--- config.mk ---
export PLATFORM = sky130hd
export DESIGN_NAME = uart_irq_id
export DESIGN_NICKNAME = d
export VERILOG_FILES = /design/src/rtl/uart_irq_pkg.sv /design/src/rtl/uart_irq_ctl.sv /design/src/rtl/uart_irq_dp.sv /design/src/rtl/uart_irq_id.sv
export SDC_FILE = /design/constraint.sdc
export NUM_CORES = 1
export LEC_CHECK = 0
export BUFFER_PORTS_ARGS = -buffer_cell sky130_fd_sc_hd__buf_4
export CAP_MARGIN = 25
export CELL_PAD_IN_SITES_DETAIL_PLACEMENT = 0
export CELL_PAD_IN_SITES_GLOBAL_PLACEMENT = 1
export CORE_MARGIN = 2
export CORE_UTILIZATION = 32
export CTS_CLUSTER_SIZE = 24
export DETAILED_ROUTE_END_ITERATION = 8
export GPL_ROUTABILITY_DRIVEN = 1
export PLACE_DENSITY_LB_ADDON = 0.1
export SLEW_MARGIN = 10
export SYNTH_ARGS = -nofsm -noshare
export SYNTH_HDL_FRONTEND = slang
export SYNTH_SLANG_ARGS = --single-unit
export TNS_END_PERCENT = 50
--- constraint.sdc ---
create_clock -name clk -period 1.86 [get_ports clk]
set_input_delay 0.465 -clock clk [delete_from_list [all_inputs] [get_ports clk]]
set_output_delay 0.465 -clock clk [all_outputs]
set_load 0.02 [all_outputs]
--- src/rtl/uart_irq_pkg.sv ---
package uart_irq_pkg;
  localparam int IER_W = 10;
  localparam int ID_W = 10;
  localparam int CODE_W = 3;
  localparam logic [IER_W-1:0] IER_MASK = 10'h38F;
  localparam logic [ID_W-1:0] ID_RESET = 10'h001;

  localparam logic [CODE_W-1:0] CODE_RLS = 3'd3;
  localparam logic [CODE_W-1:0] CODE_RDA = 3'd2;
  localparam logic [CODE_W-1:0] CODE_CTI = 3'd6;
  localparam logic [CODE_W-1:0] CODE_THRE = 3'd1;
  localparam logic [CODE_W-1:0] CODE_MS = 3'd0;

  typedef struct packed {
    logic ierWr;
    logic idHold;
    logic rdStart;
  } irqCtlT;
endpackage

--- src/rtl/uart_irq_ctl.sv ---
module uart_irq_ctl
  import uart_irq_pkg::*;
(
  input  logic   clk,
  input  logic   rstN,
  input  logic   ierWrEn,
  input  logic   idRdEn,
  output irqCtlT ctl
);
  logic rdQ;

  always_ff @(posedge clk) begin
    if (!rstN) rdQ <= 1'b0;
    else       rdQ <= idRdEn;
  end

  always_comb begin
    ctl.ierWr   = ierWrEn;
    ctl.idHold  = idRdEn;
    ctl.rdStart = idRdEn & ~rdQ;
  end
endmodule

--- src/rtl/uart_irq_dp.sv ---
module uart_irq_dp
  import uart_irq_pkg::*;
(
  input  logic             clk,
  input  logic             rstN,
  input  irqCtlT           ctl,
  input  logic [IER_W-1:0] ierWrData,
  input  logic             fifoEn,
  input  logic             autoCts,
  input  logic             rlsIn,
  input  logic             rdaIn,
  input  logic             ctiIn,
  input  logic             threIn,
  input  logic             thrWrite,
  input  logic             msIn,
  input  logic             ctsChg,
  input  logic             abEndIn,
  input  logic             abToIn,
  input  logic [1:0]       abClr,
  output logic [IER_W-1:0] ierQ,
  output logic [ID_W-1:0]  idQ,
  output logic             irqQ
);
  logic threQ, threFlag, abEndFlag, abToFlag;
  logic threRise, thrClr, reportThre;
  logic rlsE, rdaE, ctiE, threE, msE, abEndE, abToE;
  logic anyCoded;
  logic [CODE_W-1:0] code;
  logic [ID_W-1:0] idNext;

  always_ff @(posedge clk) begin
    if (!rstN)          ierQ <= '0;
    else if (ctl.ierWr) ierQ <= ierWrData & IER_MASK;
  end

  assign threRise   = threIn & ~threQ;
  assign reportThre = (idQ[CODE_W:0] == {CODE_THRE, 1'b0});
  assign thrClr     = thrWrite | (ctl.rdStart & reportThre);

  always_ff @(posedge clk) begin
    if (!rstN) begin
      threQ     <= 1'b0;
      threFlag  <= 1'b0;
      abEndFlag <= 1'b0;
      abToFlag  <= 1'b0;
    end else begin
      threQ     <= threIn;
      threFlag  <= threRise | (threFlag & ~thrClr);
      abEndFlag <= abEndIn | (abEndFlag & ~abClr[0]);
      abToFlag  <= abToIn | (abToFlag & ~abClr[1]);
    end
  end

  assign rlsE   = rlsIn & ierQ[2];
  assign rdaE   = rdaIn & ierQ[0];
  assign ctiE   = ctiIn & ierQ[0];
  assign threE  = threFlag & ierQ[1];
  assign msE    = ierQ[3] & (msIn | (ctsChg & (~autoCts | ierQ[7])));
  assign abEndE = abEndFlag & ierQ[8];
  assign abToE  = abToFlag & ierQ[9];
  assign anyCoded = rlsE | rdaE | ctiE | threE | msE;

  always_comb begin
    if (rlsE)       code = CODE_RLS;
    else if (rdaE)  code = CODE_RDA;
    else if (ctiE)  code = CODE_CTI;
    else if (threE) code = CODE_THRE;
    else            code = CODE_MS;
  end

  assign idNext = {abToE, abEndE, {2{fifoEn}}, 2'b00, code, ~anyCoded};

  always_ff @(posedge clk) begin
    if (!rstN) begin
      idQ  <= ID_RESET;
      irqQ <= 1'b0;
    end else begin
      if (!ctl.idHold) idQ <= idNext;
      irqQ <= anyCoded | abEndE | abToE;
    end
  end
endmodule

--- src/rtl/uart_irq_id.sv ---
module uart_irq_id
  import uart_irq_pkg::*;
(
  input  logic             clk,
  input  logic             rstN,
  input  logic             ierWrEn,
  input  logic [IER_W-1:0] ierWrData,
  output logic [IER_W-1:0] ierRdData,
  input  logic             idRdEn,
  output logic [ID_W-1:0]  idRdData,
  input  logic             fifoEn,
  input  logic             autoCts,
  input  logic             rlsIn,
  input  logic             rdaIn,
  input  logic             ctiIn,
  input  logic             threIn,
  input  logic             thrWrite,
  input  logic             msIn,
  input  logic             ctsChg,
  input  logic             abEndIn,
  input  logic             abToIn,
  input  logic [1:0]       abClr,
  output logic             irqOut
);
  irqCtlT ctl;

  uart_irq_ctl u_ctl (
    .clk(clk), .rstN(rstN), .ierWrEn(ierWrEn), .idRdEn(idRdEn), .ctl(ctl)
  );

  uart_irq_dp u_dp (
    .clk(clk), .rstN(rstN), .ctl(ctl), .ierWrData(ierWrData),
    .fifoEn(fifoEn), .autoCts(autoCts), .rlsIn(rlsIn), .rdaIn(rdaIn),
    .ctiIn(ctiIn), .threIn(threIn), .thrWrite(thrWrite), .msIn(msIn),
    .ctsChg(ctsChg), .abEndIn(abEndIn), .abToIn(abToIn), .abClr(abClr),
    .ierQ(ierRdData), .idQ(idRdData), .irqQ(irqOut)
  );
endmodule

==> results of run 1 <==
per-stage QoR:
step / utilization (%) / instance area (um^2) / setup slack [ps] / power, uW
2_1_floorplan: - / 841 / 552 / 567
3_3_place_gp: 45.2 / 1110 / 430 / 632
3_5_place_dp: 45.2 / 1110 / 410 / 635
4_1_cts: 46.7 / 1150 / 507 / 886
5_1_grt: 46.7 / 1150 / 456 / 921
6_report: 46.7 / 1150 / 520 / 870
Yosys cell counts (all sizes together) (2+ instances only):
cell / instances / area (um^2)
nand2: 8 / 30.0
nand3: 2 / 10.0
inv: 2 / 7.51
a21oi: 3 / 15.0
o21ai: 6 / 30.0
o21a: 2 / 15.0
mux2i: 8 / 80.1
dfxtp: 20 / 400
nor2b: 11 / 68.8
and2: 4 / 25.0
clkbuf: 3 / 11.3
buf: 7 / 50.0
o311ai: 2 / 17.5
report_power, final:
group	switching (uW)	leakage, uW	total, uW	internal (uW)
combinational	74.9	0.000354	155	80.3
clock	127	0.0000210	247	119
sequential	15.1	0.000165	468	452
kinds of logic after synthesis:
family          count (synthesis)  share of synthesized area, %
compound gates                 16                          12.3
buf+inv                        12                          8.33
flops                          20                          48.5
mux                             8                          9.70
other cells                     1                         0.454
simple gates                   30                          20.8
area by class of cell:
cell class	instances	area share (%)
timing repair buffer	39	25.5
multi-input combinational	59	32.4
inverter	2	0.655
tap	30	3.28
clock buffer	4	3.17
sequential	20	34.9
how the worst max path moves through the flow:
stage                 start            end
2_1_floorplan   u_dp.idQ[2]  u_dp.threFlag
3_3_place_gp          rdaIn      u_dp.irqQ
3_5_place_dp          rdaIn      u_dp.irqQ
4_1_cts        u_dp.ierQ[1]   ierRdData[1]
5_1_grt         u_dp.idQ[2]  u_dp.threFlag
6_report        u_dp.idQ[2]  u_dp.threFlag
flip-flops by register name, indices dropped and copies added (netlist names):
signal and flops:
u_dp.idQ 7, u_dp.irqQ 1, u_dp.abEndFlag 1, u_dp.abToFlag 1
u_dp.ierQ 7, u_ctl.rdQ 1, u_dp.threQ 1, u_dp.threFlag 1
routing by layer:
layer  wire (um)  GRT usage (%)
met1         690           15.0
met2         828           19.0
met4          15           3.75
met3         146           5.74
met5           0              0
cell usage in the layout, fill, tap and decap left out, types with 2 or more instances in the layout:
cell	Yosys	layout
a21oi_1	3	3
and2_1	4	4
buf_4	6	39
clkbuf_4	0	3
conb_1	1	5
dfxtp_1	20	20
inv_1	2	2
mux2i_1	8	8
nand2_1	8	8
nand3_1	2	2
nor2b_1	11	11
o21a_1	2	2
o21ai_0	6	6
critical path, stage by stage (launching register included):
cell	delay, ps
dfxtp_1	330
or4b_1	530
o311ai_1	260
a21boi_1	110
==> out/qor.yml, run 1 <==
cts_tree: "yes"
overflow: 0
multi_input_area_um2: 372
grt_pass1_vias: 559
vias_per_cell: 4.39
synth.distinct_cells: 24
ys_warn_count: 0
dieArea_um2: 3000
critical_path_required_ps: 2040
nets: 152
finalClockSkew_ps: 9.26
coreArea_um2: 2450
start_kind: "flip-flop"
first_iter_violations: 4
timing.rr.start: "u_dp.idQ[2]"
critPathKind: "reg2reg"
setup_tns_ps: 0
slew_viol_final: 0
gp_congestion: 0.732
ioPinCount: 48
syn_area_um2: 826
min_path_type: "in2reg"
antenna_left: 0
rows: 18
cp.arrival_ps: 1520
h-tree-depth: 1
finalCriticalPeriod_ps: 1340
synth-edff-count: 0
avgRoutedWirePerCell_um: 10.9
regArea_um2: 400
hold_viol_final: 0
drive_gt1_share_pct: 34.7
post_cts.repair.setup_buffers: 0
ys.flop_type: "dfxtp_1"
clk_pin_slew_ps: 110
fp.dieW_um: 54.8
min_to: "u_dp.abToFlag"
cap_violations: 0
track_usage_pct: 12.3
end_kind: "flip-flop"
wirelength_um: 1680
avgSynthCellArea_um2: 9.49
irDropWorstVdd_mv: 0.416
die_height_um: 54.8
synth-seq-cells: 20
cts_resized: 0
ys_seq_area_share_pct: 48.5
first_pass_iters: 2
finalSetupViolCount: 0
grt_max_degree: 21
ctsLongestPathBuffers: 2
cts_buffers: 3
hp-start: "abToIn"
ff2ff_path_depth: 3
areaGrowthSynthToFinish_pct: 38.8
fill_cells: 250
root_buffer: "clkbuf_4"
holdWs_ps: 361
cts.sinks: 20
num_antenna_cells: 0
p_leak_uw: 0.000540
ys_async_sr_fraction_pct: 0
cellPowerDensity_nw_per_um2: 759
dp.cells: 150
hold_buffers: 0
grt_pass1_wl_um: 2520
rsz0062_at_grt: "false"
max_freq_mhz: 746
syn-instance-count: 87
period_share_pct: 72.1
dp_hpwl_um: 1320
post-route-drc-count: 0
antenna_found_initial: 0
holdPathStages: 2
reg2reg_setup_slack_ps: 520
fin_cells: 154
r2r_end: "u_dp.threFlag"
cp_max_fo: 3
clk_latency_ps: 300
io_buffer_count: 39
start_util_pct: 33.6
status: "completed"
vias: 676
Power figures use the tool's default switching activity.
==> run 2, diff against run 1 <==
--- a/config.mk
+++ b/config.mk
@@ -10,7 +10,7 @@
 export CELL_PAD_IN_SITES_DETAIL_PLACEMENT = 0
 export CELL_PAD_IN_SITES_GLOBAL_PLACEMENT = 1
 export CORE_MARGIN = 2
-export CORE_UTILIZATION = 32
+export CORE_UTILIZATION = 29
 export CTS_CLUSTER_SIZE = 24
 export DETAILED_ROUTE_END_ITERATION = 8
 export GPL_ROUTABILITY_DRIVEN = 1
==> constraint.sdc (replaced) <==
create_clock -name clk -period 1.3 [get_ports clk]
set_input_delay 0.325 -clock clk [delete_from_list [all_inputs] [get_ports clk]]
set_output_delay 0.325 -clock clk [all_outputs]
set_load 0.02 [all_outputs]
==> out/qor.yml, run 2 (synthesis results as in run 1) <==
ctsLongestPathBuffers: 2  # unchanged
min_path_type: "in2reg"
die_height_um: 57.4  # +4.7%
drive_gt1_share_pct: 37.6  # +2.9 points
fill_cells: 285  # +14%
ff2ff_path_depth: 3  # unchanged
post-route-drc-count: 0  # unchanged
overflow: 0  # unchanged
layout_setup_ws_ps: 33.1  # -487 ps
dieArea_um2: 3290  # +9.6%
critPathKind: "reg2reg"
setup_tns_ps: 0  # unchanged
post_cts.repair.setup_buffers: 0  # unchanged
root_buffer: "clkbuf_4"
critical_path_required_ps: 1490  # -550 ps
reg2reg_setup_slack_ps: 30  # -490 ps
cellPowerDensity_nw_per_um2: 1020  # +34%
clockPowerShare_pct: 23.9  # -4.5 points
final_common_cell: "buf_4"
timing.rr.start: "u_dp.idQ[2]"
finalSetupViolCount: 0  # unchanged
regArea_um2: 402  # +0.31%
p_sw_uw: 306  # +41%
fp.dieW_um: 57.4  # +4.7%
rows: 19  # +1
track_usage_pct: 11.0  # -1.3 points
cp.arrival_ps: 1450  # -70 ps
clk_pin_slew_ps: 110  # about the same
rsz0062_at_grt: "true"
start_kind: "flip-flop"
finalCriticalPeriod_ps: 1270  # -73.3 ps
grt_pass1_wl_um: 2850  # +13%
p_leak_uw: 0.000545  # +0.99%
cts_tree: "yes"
dpl_worst_slack_ps: 22.4  # -387 ps
cap_violations: 0  # unchanged
hp-start: "abToIn"
finalPower_uw: 1180  # +36%
end_kind: "flip-flop"
gp_congestion: 0.653  # -11%
cp_max_fo: 3  # unchanged
hold_viol_final: 0  # unchanged
antenna_found_initial: 0  # unchanged
switching_share_pct: 25.9  # +0.91 points
status: "completed"
layout_common_cells: "41 x buf_4, 19 x dfxtp_1, 11 x nor2b_1, 8 x mux2i_1, 8 x nand2_1"
first_pass_iters: 4  # +2
p_int_uw: 874  # +34%
antenna_left: 0  # unchanged
seq_power_share_pct: 56.9  # +3.1 points
irDropWorstVdd_mv: 0.530  # +27%
ioPinCount: 48  # unchanged
start_util_pct: 30.2  # -3.4 points
dp_hpwl_um: 1310  # -0.82%
avgRoutedWirePerCell_um: 11.0  # +1.2%
min_to: "u_dp.abToFlag"
pwr-share-comb_pct: 19.2  # +1.3 points
vias: 687  # +1.6%
top_regs: "u_dp.idQ (7), u_dp.ierQ (7)"
clk_latency_ps: 290  # about the same
grt_max_degree: 21  # unchanged
wirelength_um: 1720  # +2.6%
cts_resized: 0  # unchanged
nets: 154  # +1.3%
num_antenna_cells: 0  # unchanged
period_share_pct: 97.5  # +25 points
multi_input_area_um2: 383  # +3.0%
cts_buffers: 3  # unchanged
hold_buffers: 0  # unchanged
coreArea_um2: 2730  # +11%
r2r_end: "u_dp.threFlag"
routed-wl-met3_um: 100  # -32%
first_iter_violations: 7  # +3
met1_length_um: 805  # +17%
routed.top_layer: "met4"
met2_length_um: 801  # -3.3%
holdPathStages: 2  # unchanged
io_buffer_count: 39  # unchanged
slew_viol_final: 0  # unchanged
cts.sinks: 20  # unchanged
grt_pass1_vias: 655  # +17%
vias_per_cell: 4.40  # +0.32%
max_freq_mhz: 789  # +5.8%
finalClockSkew_ps: 2.50  # -6.77 ps
h-tree-depth: 1  # unchanged
areaGrowthSynthToFinish_pct: 40.6
## run 2: layer usage
layer | global-route usage (%) | up-vias
li1 | - | 360
met1 | 14.5 | 303
met2 | 17.2 | 22
met3 | 2.27 | 2
met4 | 4.98 | 0
met5 | 0 | -
## run 2: area by class of cell
class	count	share of cell area (%)
Sequential cell	20	34.6
Multi-Input combinational cell	59	33.0
Timing Repair Buffer	41	26.5
Tap cell	31	3.34
Clock buffer	3	1.94
Inverter	2	0.647
## run 2: worst max path at each step
stage | startpoint | endpoint | slack, ps | cells past startpoint
global placement | u_dp.idQ[2] | u_dp.threFlag | 20 | 3
floorplan | u_dp.idQ[1] | u_dp.threFlag | 0.8 | 3
CTS | u_dp.idQ[2] | u_dp.threFlag | 9 | 3
detailed placement | u_dp.idQ[2] | u_dp.threFlag | 20 | 3
global route | u_dp.idQ[2] | u_dp.threFlag | -20 | 3
finish | u_dp.idQ[2] | u_dp.threFlag | 30 | 3
## run 2: power groups by stage
stage | Sequential (uW) | Clock (uW) | Combinational, uW
floorplan | 711 | 0 | 101
global placement | 684 | 0 | 225
detailed placement | 685 | 0 | 227
CTS | 671 | 297 | 227
global route | 678 | 326 | 248
finish | 672 | 282 | 227
## run 2: worst max-delay path, cell delays in order (launching register included)
cell,delay [ps]
dfxtp_2,340
or4b_4,520
o311ai_2,210
a21boi_1,90
## run 2: through the flow
| step | cell area, um^2 | hold slack [ps] | cells | utilization (%) |
|---|---|---|---|---|
| 2_1_floorplan | 842 | 447 | 91 | - |
| 3_3_place_gp | 1130 | 483 | 153 | 41.2 |
| 3_5_place_dp | 1130 | 488 | 153 | 41.2 |
| 4_1_cts | 1150 | 224 | 156 | 42.1 |
| 5_1_grt | 1160 | 220 | 156 | 42.5 |
| 6_report | 1160 | 235 | 156 | 42.5 |
==> run 3, diff against run 2 <==
--- a/config.mk
+++ b/config.mk
@@ -9,8 +9,9 @@
 export CAP_MARGIN = 25
 export CELL_PAD_IN_SITES_DETAIL_PLACEMENT = 0
 export CELL_PAD_IN_SITES_GLOBAL_PLACEMENT = 1
-export CORE_MARGIN = 2
+export CORE_MARGIN = 5
 export CORE_UTILIZATION = 29
+export CTS_BUF_LIST = sky130_fd_sc_hd__clkbuf_4 sky130_fd_sc_hd__clkbuf_8 sky130_fd_sc_hd__clkbuf_16
 export CTS_CLUSTER_SIZE = 24
 export DETAILED_ROUTE_END_ITERATION = 8
 export GPL_ROUTABILITY_DRIVEN = 1
==> constraint.sdc (replaced) <==
create_clock -name clk -period 1.36 [get_ports clk]
set_input_delay 0.34 -clock clk [delete_from_list [all_inputs] [get_ports clk]]
set_output_delay 0.34 -clock clk [all_outputs]
set_load 0.02 [all_outputs]
==> out/qor.yml, run 3 (synthesis results as in run 1) <==
status: "completed"
cp_max_fo: 3  # unchanged
cts_tree: "yes"
slew_viol_final: 0  # unchanged
final_common_cell: "buf_4"
areaGrowthSynthToFinish_pct: 38.2
cpMaxStageDelayCell: "or4b_1"
grt_max_degree: 21  # unchanged
cts.sinks: 20  # unchanged
hold_viol_final: 0  # unchanged
end_kind: "flip-flop"
max_freq_mhz: 775  # -1.8%
cts_buffers: 3  # unchanged
root_buffer: "clkbuf_4"
fp.dieW_um: 63.4  # +10%
vias: 692  # +0.73%
num_antenna_cells: 0  # unchanged
gp_congestion: 0.675  # +3.4%
dieArea_um2: 4010  # +22%
post-route-drc-count: 0  # unchanged
path_cells: "or4b_1, o311ai_1, a21boi_1"
avgRoutedWirePerCell_um: 12.0  # +8.9%
met1_length_um: 815  # +1.2%
fin_cells: 155  # -0.64%
slowest_delay_ps: 520  # about the same
first_iter_violations: 27  # +20
grt_pass1_vias: 682  # +4.1%
clk_latency_ps: 290  # about the same
cellPowerDensity_nw_per_um2: 985  # -3.1%
met2_length_um: 893  # +11%
p_leak_uw: 0.000537  # -1.5%
rsz0062_at_grt: "false"
post_cts.repair.setup_buffers: 0  # unchanged
h-tree-depth: 1  # unchanged
finalClockSkew_ps: 1.48  # -1.02 ps
finalCriticalPeriod_ps: 1290  # +22.9 ps
drive_gt1_share_pct: 34.7  # -2.9 points
layout_common_cells: "40 x buf_4, 20 x dfxtp_1, 11 x nor2b_1, 8 x mux2i_1, 8 x nand2_1"
top_regs: "u_dp.idQ (7), u_dp.ierQ (7)"
hold_buffers: 0  # unchanged
routed-wl-met3_um: 139  # +39%
period_share_pct: 94.8  # -2.6 points
clk_pin_slew_ps: 100  # about the same
irDropWorstVdd_mv: 0.561  # +5.9%
overflow: 0  # unchanged
start_util_pct: 30.2  # unchanged
track_usage_pct: 9.52  # -1.5 points
dp.cells: 152  # -0.65%
antenna_left: 0  # unchanged
io_buffer_count: 39  # unchanged
fin_util_pct: 41.7  # -0.73 points
critical_path_required_ps: 1550  # +60 ps
start_kind: "flip-flop"
min_path_type: "in2reg"
nets: 153  # -0.65%
die_height_um: 63.4  # +10%
ctsLongestPathBuffers: 2  # unchanged
antenna_found_initial: 0  # unchanged
cts_resized: 0  # unchanged
routed.top_layer: "met4"
ioPinCount: 48  # unchanged
grt_pass1_wl_um: 3060  # +7.3%
finalSetupViolCount: 0  # unchanged
vias_per_cell: 4.46  # +1.4%
wirelength_um: 1870  # +8.2%
first_pass_iters: 4  # unchanged
cp.arrival_ps: 1480  # +30 ps
critPathKind: "reg2reg"
setup_tns_ps: 0  # unchanged
rows: 19  # unchanged
cap_violations: 0  # unchanged
coreArea_um2: 2730  # unchanged
==> run 3: metal layers <==
metal  vias up  global-route usage, %
met5         -                      0
li1        357                      -
met2        22                   15.0
met4         0                   5.45
met1       311                   11.4
met3         2                   2.84
==> run 3: worst max-delay path: cells and delay by family, from the launching register on <==
family           cells  cell delay, ps
AND/OR/NAND/NOR      1             520
AO/OA/AOI/OAI        2             350
flip-flops           1             330
==> run 3: layout make-up <==
| type | instances | area, um^2 |
|---|---|---|
| repair buffers | 40 | 300 |
| multi-input cells | 59 | 372 |
| inverters | 2 | 7.51 |
| flip-flops and latches | 20 | 400 |
| fillers | 288 | 1590 |
| well taps | 31 | 38.8 |
| clock buffers | 3 | 22.5 |
==> run 3: worst paths after layout <==
check               from       endpoint  slack (ps)  cells after the start
min               abToIn  u_dp.abToFlag         250                      2
max reg2reg  u_dp.idQ[2]  u_dp.threFlag          70                      3
max          u_dp.idQ[2]  u_dp.threFlag          70                      3
min reg2reg   u_dp.threQ  u_dp.threFlag         500                      2
==> run 3: power breakdown <==
group	switching [uW]	internal [uW]	total [uW]	leakage [uW]
clock	166	103	269	0.0000138
combinational	103	112	214	0.000358
sequential	22.1	619	641	0.000165
total	291	833	1120	0.000537
==> run 3: metrics by stage <==
step           instance area, um^2  worst slack [ps]  power (uW)  hold slack, ps
5_1_grt                       1140              24.3        1180             240
2_1_floorplan                  841              51.6         775             461
3_5_place_dp                  1120              66.3         873             490
3_3_place_gp                  1120              86.1         869             484
6_report                      1140              70.2        1120             250
4_1_cts                       1140              61.4        1150             237
